==> config.mk <==
export PLATFORM = sky130hd
export DESIGN_NAME = qa_refresh_seq
export DESIGN_NICKNAME = d
export VERILOG_FILES = /design/src/rtl/qa_refresh_pkg.sv /design/src/rtl/qa_stair_gen.sv /design/src/rtl/qa_sync.sv /design/src/rtl/qa_cell_seq.sv /design/src/rtl/qa_refresh_seq.sv
export SDC_FILE = /design/constraint.sdc
export NUM_CORES = 1
export LEC_CHECK = 0
export BUFFER_PORTS_ARGS = -buffer_cell sky130_fd_sc_hd__buf_2
export CORE_UTILIZATION = 29
export DETAILED_ROUTE_END_ITERATION = 12
export HOLD_SLACK_MARGIN = 0.05
export PLACE_DENSITY_LB_ADDON = 0.2
export SKIP_CTS_REPAIR_TIMING = 1
export SYNTH_ARGS = -nofsm -noshare
export SYNTH_HDL_FRONTEND = slang
export SYNTH_SLANG_ARGS = --single-unit
==> constraint.sdc <==
create_clock -name clk_i -period 6.55 [get_ports clk_i]
set_clock_uncertainty 0.1 [all_clocks]
set_input_delay 0.3275 -clock clk_i [delete_from_list [all_inputs] [get_ports clk_i]]
set_output_delay 0.3275 -clock clk_i [all_outputs]
set_load 0.1 [all_outputs]
==> src/rtl/qa_refresh_pkg.sv <==
package qa_refresh_pkg;

  typedef enum logic [2:0] {
    CS_IDLE,
    CS_ARMED,
    CS_COPY,
    CS_SUB,
    CS_DONE
  } cell_st_e;

endpackage

==> src/rtl/qa_stair_gen.sv <==
module qa_stair_gen #(
  parameter int unsigned LEVEL_W  = 8,
  parameter int unsigned HALF_CYC = 4
) (
  input  logic               clk_i,
  input  logic               rst_ni,
  output logic [LEVEL_W-1:0] level_o,
  output logic               hi_o,
  output logic               half_end_o,
  output logic               sweep_rst_o,
  output logic               capture_en_o
);

  localparam int unsigned NLEV  = 1 << LEVEL_W;
  localparam int unsigned PER_W = LEVEL_W + 1;
  localparam int unsigned CNT_W = (HALF_CYC > 1) ? $clog2(HALF_CYC) : 1;
  localparam logic [PER_W-1:0] PER_TAIL = PER_W'(NLEV);
  localparam logic [CNT_W-1:0] CNT_LAST = CNT_W'(HALF_CYC - 1);

  logic [CNT_W-1:0]   cnt_q;
  logic               hi_q;
  logic [PER_W-1:0]   per_q, per_nxt;
  logic [LEVEL_W-1:0] level_q;
  logic               half_end;

  // tail period repeats the top level so a top-level trip can finish its discharge
  function automatic logic [LEVEL_W-1:0] lvl_of(input logic [PER_W-1:0] p);
    if (p == PER_TAIL) return {LEVEL_W{1'b1}};
    return p[LEVEL_W-1:0];
  endfunction

  assign half_end = (cnt_q == CNT_LAST);
  assign per_nxt  = (per_q == PER_TAIL) ? '0 : per_q + PER_W'(1);

  always_ff @(posedge clk_i or negedge rst_ni) begin
    if (!rst_ni) begin
      cnt_q   <= '0;
      hi_q    <= 1'b1;
      per_q   <= '0;
      level_q <= '0;
    end else if (half_end) begin
      cnt_q <= '0;
      hi_q  <= ~hi_q;
      if (!hi_q) begin
        per_q   <= per_nxt;
        level_q <= lvl_of(per_nxt);
      end
    end else begin
      cnt_q <= cnt_q + CNT_W'(1);
    end
  end

  assign level_o      = level_q;
  assign hi_o         = hi_q;
  assign half_end_o   = half_end;
  assign sweep_rst_o  = (per_q == '0);
  assign capture_en_o = (per_q != '0) && (per_q != PER_TAIL);

endmodule

==> src/rtl/qa_sync.sv <==
module qa_sync #(
  parameter int unsigned STAGES = 2
) (
  input  logic clk_i,
  input  logic rst_ni,
  input  logic d_i,
  output logic q_o
);

  logic [STAGES-1:0] ff_q;

  generate
    if (STAGES == 1) begin : g_one
      always_ff @(posedge clk_i or negedge rst_ni) begin
        if (!rst_ni) ff_q <= '0;
        else         ff_q <= d_i;
      end
    end else begin : g_chain
      always_ff @(posedge clk_i or negedge rst_ni) begin
        if (!rst_ni) ff_q <= '0;
        else         ff_q <= {ff_q[STAGES-2:0], d_i};
      end
    end
  endgenerate

  assign q_o = ff_q[STAGES-1];

endmodule

==> src/rtl/qa_cell_seq.sv <==
module qa_cell_seq
  import qa_refresh_pkg::*;
(
  input  logic clk_i,
  input  logic rst_ni,
  input  logic trip_i,
  input  logic hi_i,
  input  logic half_end_i,
  input  logic sweep_rst_i,
  input  logic capture_en_i,
  output logic copy_en_o,
  output logic sub_en_o
);

  cell_st_e st_q, st_d;

  always_comb begin
    st_d = st_q;
    if (sweep_rst_i) begin
      st_d = CS_IDLE;
    end else begin
      unique case (st_q)
        CS_IDLE: begin
          if (trip_i && capture_en_i)
            st_d = (hi_i && half_end_i) ? CS_COPY : CS_ARMED;
        end
        CS_ARMED: begin
          // a late capture in the last window is dropped rather than split by the reset
          if (hi_i && half_end_i) st_d = capture_en_i ? CS_COPY : CS_IDLE;
        end
        CS_COPY:  if (half_end_i) st_d = CS_SUB;
        CS_SUB:   if (half_end_i) st_d = CS_DONE;
        CS_DONE:  st_d = CS_DONE;
        default:  st_d = CS_IDLE;
      endcase
    end
  end

  always_ff @(posedge clk_i or negedge rst_ni) begin
    if (!rst_ni) st_q <= CS_IDLE;
    else         st_q <= st_d;
  end

  assign copy_en_o = (st_q == CS_COPY);
  assign sub_en_o  = (st_q == CS_SUB);

endmodule

==> src/rtl/qa_refresh_seq.sv <==
module qa_refresh_seq #(
  parameter int unsigned N_CELLS     = 4,
  parameter int unsigned LEVEL_W     = 8,
  parameter int unsigned HALF_CYC    = 4,
  parameter int unsigned SYNC_STAGES = 2
) (
  input  logic               clk_i,
  input  logic               rst_ni,
  input  logic [N_CELLS-1:0] cmp_i,
  output logic [LEVEL_W-1:0] level_o,
  output logic [N_CELLS-1:0] copy_en_o,
  output logic [N_CELLS-1:0] sub_en_o
);

  logic hi, half_end, sweep_rst, capture_en;

  qa_stair_gen #(
    .LEVEL_W (LEVEL_W),
    .HALF_CYC(HALF_CYC)
  ) u_stair (
    .clk_i       (clk_i),
    .rst_ni      (rst_ni),
    .level_o     (level_o),
    .hi_o        (hi),
    .half_end_o  (half_end),
    .sweep_rst_o (sweep_rst),
    .capture_en_o(capture_en)
  );

  generate
    for (genvar g = 0; g < N_CELLS; g++) begin : g_cell
      logic trip;

      qa_sync #(.STAGES(SYNC_STAGES)) u_sync (
        .clk_i (clk_i),
        .rst_ni(rst_ni),
        .d_i   (cmp_i[g]),
        .q_o   (trip)
      );

      qa_cell_seq u_seq (
        .clk_i       (clk_i),
        .rst_ni      (rst_ni),
        .trip_i      (trip),
        .hi_i        (hi),
        .half_end_i  (half_end),
        .sweep_rst_i (sweep_rst),
        .capture_en_i(capture_en),
        .copy_en_o   (copy_en_o[g]),
        .sub_en_o    (sub_en_o[g])
      );
    end
  endgenerate

endmodule

======== Word-level counts from Yosys, hierarchy flattened ========
Cells that the tools add are included.
storage, ports and cells
  flip-flop bits (word level) ............. 40
  input port bits ......................... 6
  logic and storage cells ................. 92
cells by class
  add/sub/neg operators ................... 2
  equal/unequal tests ..................... 36
  multiplexer cells ....................... 24
  bitwise gates (word level) .............. 1
  reductions and logical operators ........ 17
operators by type and width
  operator             count
  $pmux 3 s5           4
  $mux 3               11
  $ne 3x2->1 const B   9
  $eq 3x2->1 const B   8
  $eq 9x9->1 const B   2
  $mux 8               2
  $reduce_and 4->1     4
  $eq 3x1->1 const B   4
  $eq 3x3->1 const B   4
  $logic_not 3->1      4
  $ne 3x1->1 const B   4
  $add 9x1->9 const B  1
  $logic_not 9->1      1
  $mux 9               1
  $ne 3x3->1 const B   3
  $ne 9x9->1 const B   1
  $reduce_bool 9->1    1
  $logic_and 1x1->1    6
  $mux 2               3
  $mux 1               3
  $add 2x1->2 const B  1
  $eq 2x2->1 const B   1
  $reduce_and 2->1     1
  $not 1->1            1

======== Longest topological paths before layout ========
  depth in word-level cells ............... 7
  gate-level depth with buffers ........... 8

======== By module ========
From an unflattened synthesis, not the netlist that was laid out.
unflattened totals
  cells, all modules ...................... 208
  area, all modules ....................... 2,155.8 µm²
modules (own cells, without submodules)
  module        times used  cells an instance  area each (µm²)
  qa_stair_gen  1           112                1,104.8
  qa_cell_seq   4           22                 212.7
  qa_sync       4           2                  50.0

======== Worst setup path after synthesis ========
OpenSTA, ideal clock, no wires.
  kind .................................... flip-flop to flip-flop
  start ................................... register u_stair.per_q[0]
  end ..................................... register g_cell[3].u_seq.st_q[1]
  setup time .............................. 0.125 ns
  arrival time ............................ 1.846 ns
  data required time ...................... 6.325 ns
  setup slack ............................. 4.479 ns
  stages on the path, launching flop included .. 8
  path buffers ............................ 0
  path through ............................ dfrtp_1 inv_1 ha_1 or4b_4 nor2_4 o21ai_2 mux2i_1 a2111oi_0
between the ends
  cells in the longest elaborated chain, start to end .. 6
  elaborated cells on any way between the ends .. 14
RTL lines
  element                                          RTL line            text
  start, declared                                  qa_stair_gen.sv:22  logic [PER_W-1:0] per_q, per_nxt;
  start signal, assigned                           qa_stair_gen.sv:45  per_q <= per_nxt;
  $ne 9x9->1 or $reduce_bool 9->1 (tied branches)  qa_stair_gen.sv:57  assign capture_en_o = (per_q != '0) && (per_q != PER_TAIL);
  $logic_and 1x1->1                                qa_stair_gen.sv:57
  $mux 2                                           qa_cell_seq.sv:29   if (hi_i && half_end_i) st_d = capture_en_i ? CS_COPY : CS_IDLE;
  $mux 3                                           qa_cell_seq.sv:29
  $pmux 3 s5                                       qa_cell_seq.sv:22   unique case (st_q)
  $mux 3                                           qa_cell_seq.sv:19   if (sweep_rst_i) begin
  end signal, assigned                             qa_cell_seq.sv:41   else st_q <= st_d;
  end, declared                                    qa_cell_seq.sv:15   cell_st_e st_q, st_d;
Parallel ways exist; a longest one is shown, timed or not. The select of a mux whose other input is x is not followed.
A chain may end at the register's enable or synchronous reset.

======== Final worst setup path ========
  start ................................... register u_stair.per_q[0]
  end ..................................... register g_cell[1].u_seq.st_q[1]
between the ends
  cells in the longest elaborated chain, start to end .. 6
  elaborated cells on any way between the ends .. 14
RTL lines
  element                                          RTL line
  $ne 9x9->1 or $reduce_bool 9->1 (tied branches)  qa_stair_gen.sv:57
  $logic_and 1x1->1                                qa_stair_gen.sv:57
  $mux 2                                           qa_cell_seq.sv:29
  $mux 3                                           qa_cell_seq.sv:29
  $pmux 3 s5                                       qa_cell_seq.sv:22
  $mux 3                                           qa_cell_seq.sv:19
  end signal, assigned                             qa_cell_seq.sv:41
  end, declared                                    qa_cell_seq.sv:15
Parallel ways exist; a longest one is shown, timed or not. The select of a mux whose other input is x is not followed.

==> flow_summary_export.csv <==
group,metric,value,unit
yosys,syn-num-nets,245,
timing,holdWs,0.06041,ns
clock_tree,clk_latency,0.30,ns
routing,drc,0,
pwr,peakVddDrop,0.1103,mV
setup_path,critPathLaunchType,"flop",
yosys,ys_seq_area_frac,0.4559,
setup_path,crit_buf_inv,1,
final_layout,final_common_cell,"dfrtp_1",
final_layout,area_growth,10.70,%
final_layout,drive_gt1_frac,0.1613,
yosys,synth_edf_count,0,
yosys,synthArstFlopShare,1.000,
setup_path,crit_fanout,11,
setup_path,crit_chain,"inv_1 > ha_1 > or4b_4 > nor3_4 > o22a_1 > a211oi_1 > mux2_4",
grt,grt.overflow.total,0,
placed_design,place_congestion,0.7788,
setup_path,cp_slowest_cell,"or4b_4",
setup_path,rr_endpoint,"g_cell[1].u_seq.st_q[1]$_DFFE_PN0P_",
timing,finalSetupViolations,0,
clock_tree,clock_path_buffers,2,
timing,finalMaxSlewViolations,0,
routing,drt_wl_total,4590,µm
job,cap_violations,0,
timing,relSlewSlack,0.3943,
setup_path,crit_family,"simple AND/OR/NAND/NOR gates",
yosys,syn_inst,236,
grt,grt_pass1_vias,1548,
setup_path,r2r-start,"u_stair.per_q[0]$_DFFE_PN0P_",
timing,tightest_slew,0.9086,ns
yosys,ys_types,58,
final_layout,final_core_util,0.3337,
timing,rsz0062_at_grt,"no",
timing,max_freq,411.7,MHz
yosys,ys_seq_elements,40,
clock_tree,clkSinkCount,40,
placed_design,dp.cells,335,
routing,ant_nets,0,
grt,grt_usage,0.1271,
status,status,"finished clean",
clock_tree,cts.clk_slew.worst_paths,0.09,ns
yosys,syn_area_per_cell,9.315,µm²
clock_tree,tritoncts,"done",
hold_path,hold_path.class,"primary input to asynchronous set/reset pin",
setup_path,timing.reg2reg.setup_slack,4.12,ns
floorplan,initial_utilization,0.3015,
floorplan,ios,22,
routing,firstDrtPassIters,4,
placed_design,dp_slack,4.125,ns
timing,fin_ws,4.121,ns
floorplan,num_rows,31,
yosys,syn_area,0.002198,mm²
clock_tree,cts_inserted_buffers,5,
routing,drt_iter0_drc,75,
pwr,p_leak,1.078,nW
placed_design,dp_hpwl,3028,µm
clock_tree,ctsRootBufferMaster,"clkbuf_8",
setup_path,cp_data_arrival_time,2.50,ns
final_layout,stdcell_count,347,
timing,fin_setup_tns,0,ns
setup_path,path_class,"flop to flop",
grt,antenna_found_initial,0,
final_layout,antennaDiodeCount,0,
grt,grt_pass1_wl,7638,µm
routing,via_per_inst,4.942,
clock_tree,cts.htree.levels,2,
floorplan,dieHeight,89.07,µm
final_layout,layout_common_cells,"dfrtp_1 (39), nor2_1 (27), nand2_1 (27), buf_2 (21), a21oi_1 (11)",
routing,dr_total_vias,1715,
timing,period_needed,2.429,ns
yosys,yosys_warnings,0,
grt,grt_max_degree,41,
yosys,synthFlopType,"dfrtp_1",
timing,hold_viol,0,
setup_path,required,6.62,ns
setup_path,reg2reg_depth,7,
floorplan,die_x,89.07,µm
floorplan,dieArea,0.007933,mm²
final_layout,fin_nets,256,
timing,finalCritPeriodShare,0.3709,
setup_path,endpoint_kind,"flop",
pwr,power.density,375.7,mW/mm²
routing,wl_per_cell,13.23,µm
floorplan,core_area,0.007292,mm²
setup_path,max_stage_delay,0.50,ns
placed_design,io_buffers,21,
-- worst max-delay path by stage --
stage | startpoint | to | slack (ns) | cells after the start
2_1_floorplan | u_stair.per_q[0]$_DFFE_PN0P_ | g_cell[3].u_seq.st_q[1]$_DFFE_PN0P_ | 4.48 | 7
3_3_place_gp | u_stair.cnt_q[0]$_DFF_PN0_ | u_stair.level_o[3]$_DFFE_PN0P_ | 4.16 | 5
3_5_place_dp | u_stair.cnt_q[0]$_DFF_PN0_ | u_stair.level_o[3]$_DFFE_PN0P_ | 4.13 | 5
4_1_cts | u_stair.cnt_q[0]$_DFF_PN0_ | u_stair.level_o[3]$_DFFE_PN0P_ | 4.06 | 5
5_1_grt | u_stair.cnt_q[0]$_DFF_PN0_ | u_stair.level_o[3]$_DFFE_PN0P_ | 3.82 | 5
6_report | u_stair.per_q[0]$_DFFE_PN0P_ | g_cell[1].u_seq.st_q[1]$_DFFE_PN0P_ | 4.12 | 7
-- power by group --
part	internal (mW)	switching, mW
Combinational	0.107	0.285
Clock	0.0857	0.0895
Sequential	0.283	0.0643
Total	0.476	0.439
-- registers in the layout, summed over array words and instances, names as in the netlist --
name	cells
g_cell.u_sync.ff_q	8
g_cell.u_seq.st_q	12
u_stair.level_o	8
u_stair.hi_o	1
u_stair.per_q	9
u_stair.cnt_q	2
-- metal layers --
layer  vias up  part of all wire  track usage
met1       830              0.52       0.1836
met2        34              0.44       0.1888
met4         0             0.014      0.04762
li1        846                 -            -
met3         5             0.032      0.02308
met5         -                 0            0
-- through the flow --
| step | cell area (µm²) | power (mW) |
|---|---|---|
| CTS | 2394 | 0.9203 |
| detailed placement | 2300 | 0.7425 |
| global placement | 2300 | 0.7434 |
| global route | 2434 | 0.9742 |
| finish | 2434 | 0.9143 |
| floorplan | 2198 | 0.7170 |
-- synth_stat cells (3+ instances only) --
master,number,share of area
o211ai_1,5,0.017
a21oi_1,11,0.025
nand3_1,10,0.023
a211oi_1,3,0.010
dfrtp_1,39,0.44
buf_4,8,0.027
o31ai_1,3,0.010
nand2_1,27,0.046
nor2_1,27,0.046
clkbuf_1,8,0.014
o21ai_0,10,0.023
nand2b_1,6,0.017
xor2_1,7,0.028
buf_2,3,0.0068
xnor2_1,4,0.016
inv_1,5,0.0085
nor3b_1,3,0.010
nor3_1,6,0.014
ha_1,3,0.017
-- worst reg2reg max path: stages (launching register included) --
cell and delay (ns):
dfrtp_1 0.46, inv_1 0.13, ha_1 0.16, or4b_4 0.50, nor3_4 0.42, o22a_1 0.23, a211oi_1 0.04, mux2_4 0.27
-- kinds of logic after synthesis --
family,Yosys count,synth area share
AO/OA/AOI/OAI,53,0.1628
adder cells (fa/ha/maj),3,0.01708
multiplexers,3,0.01593
flip-flops,40,0.4559
AND/OR/NAND/NOR,100,0.2379
buffers and inverters,26,0.06659
XOR/XNOR,11,0.04382
-- final cells by class --
cell class	count	area, µm²
Fill cell	812	4858
Tap cell	99	123.9
Clock buffer	7	86.33
Clock inverter	1	7.507
Inverter	5	18.77
Multi-Input combinational cell	170	1050
Sequential cell	40	1002
Timing Repair Buffer	25	145.1
Power figures use the tool's default switching activity.
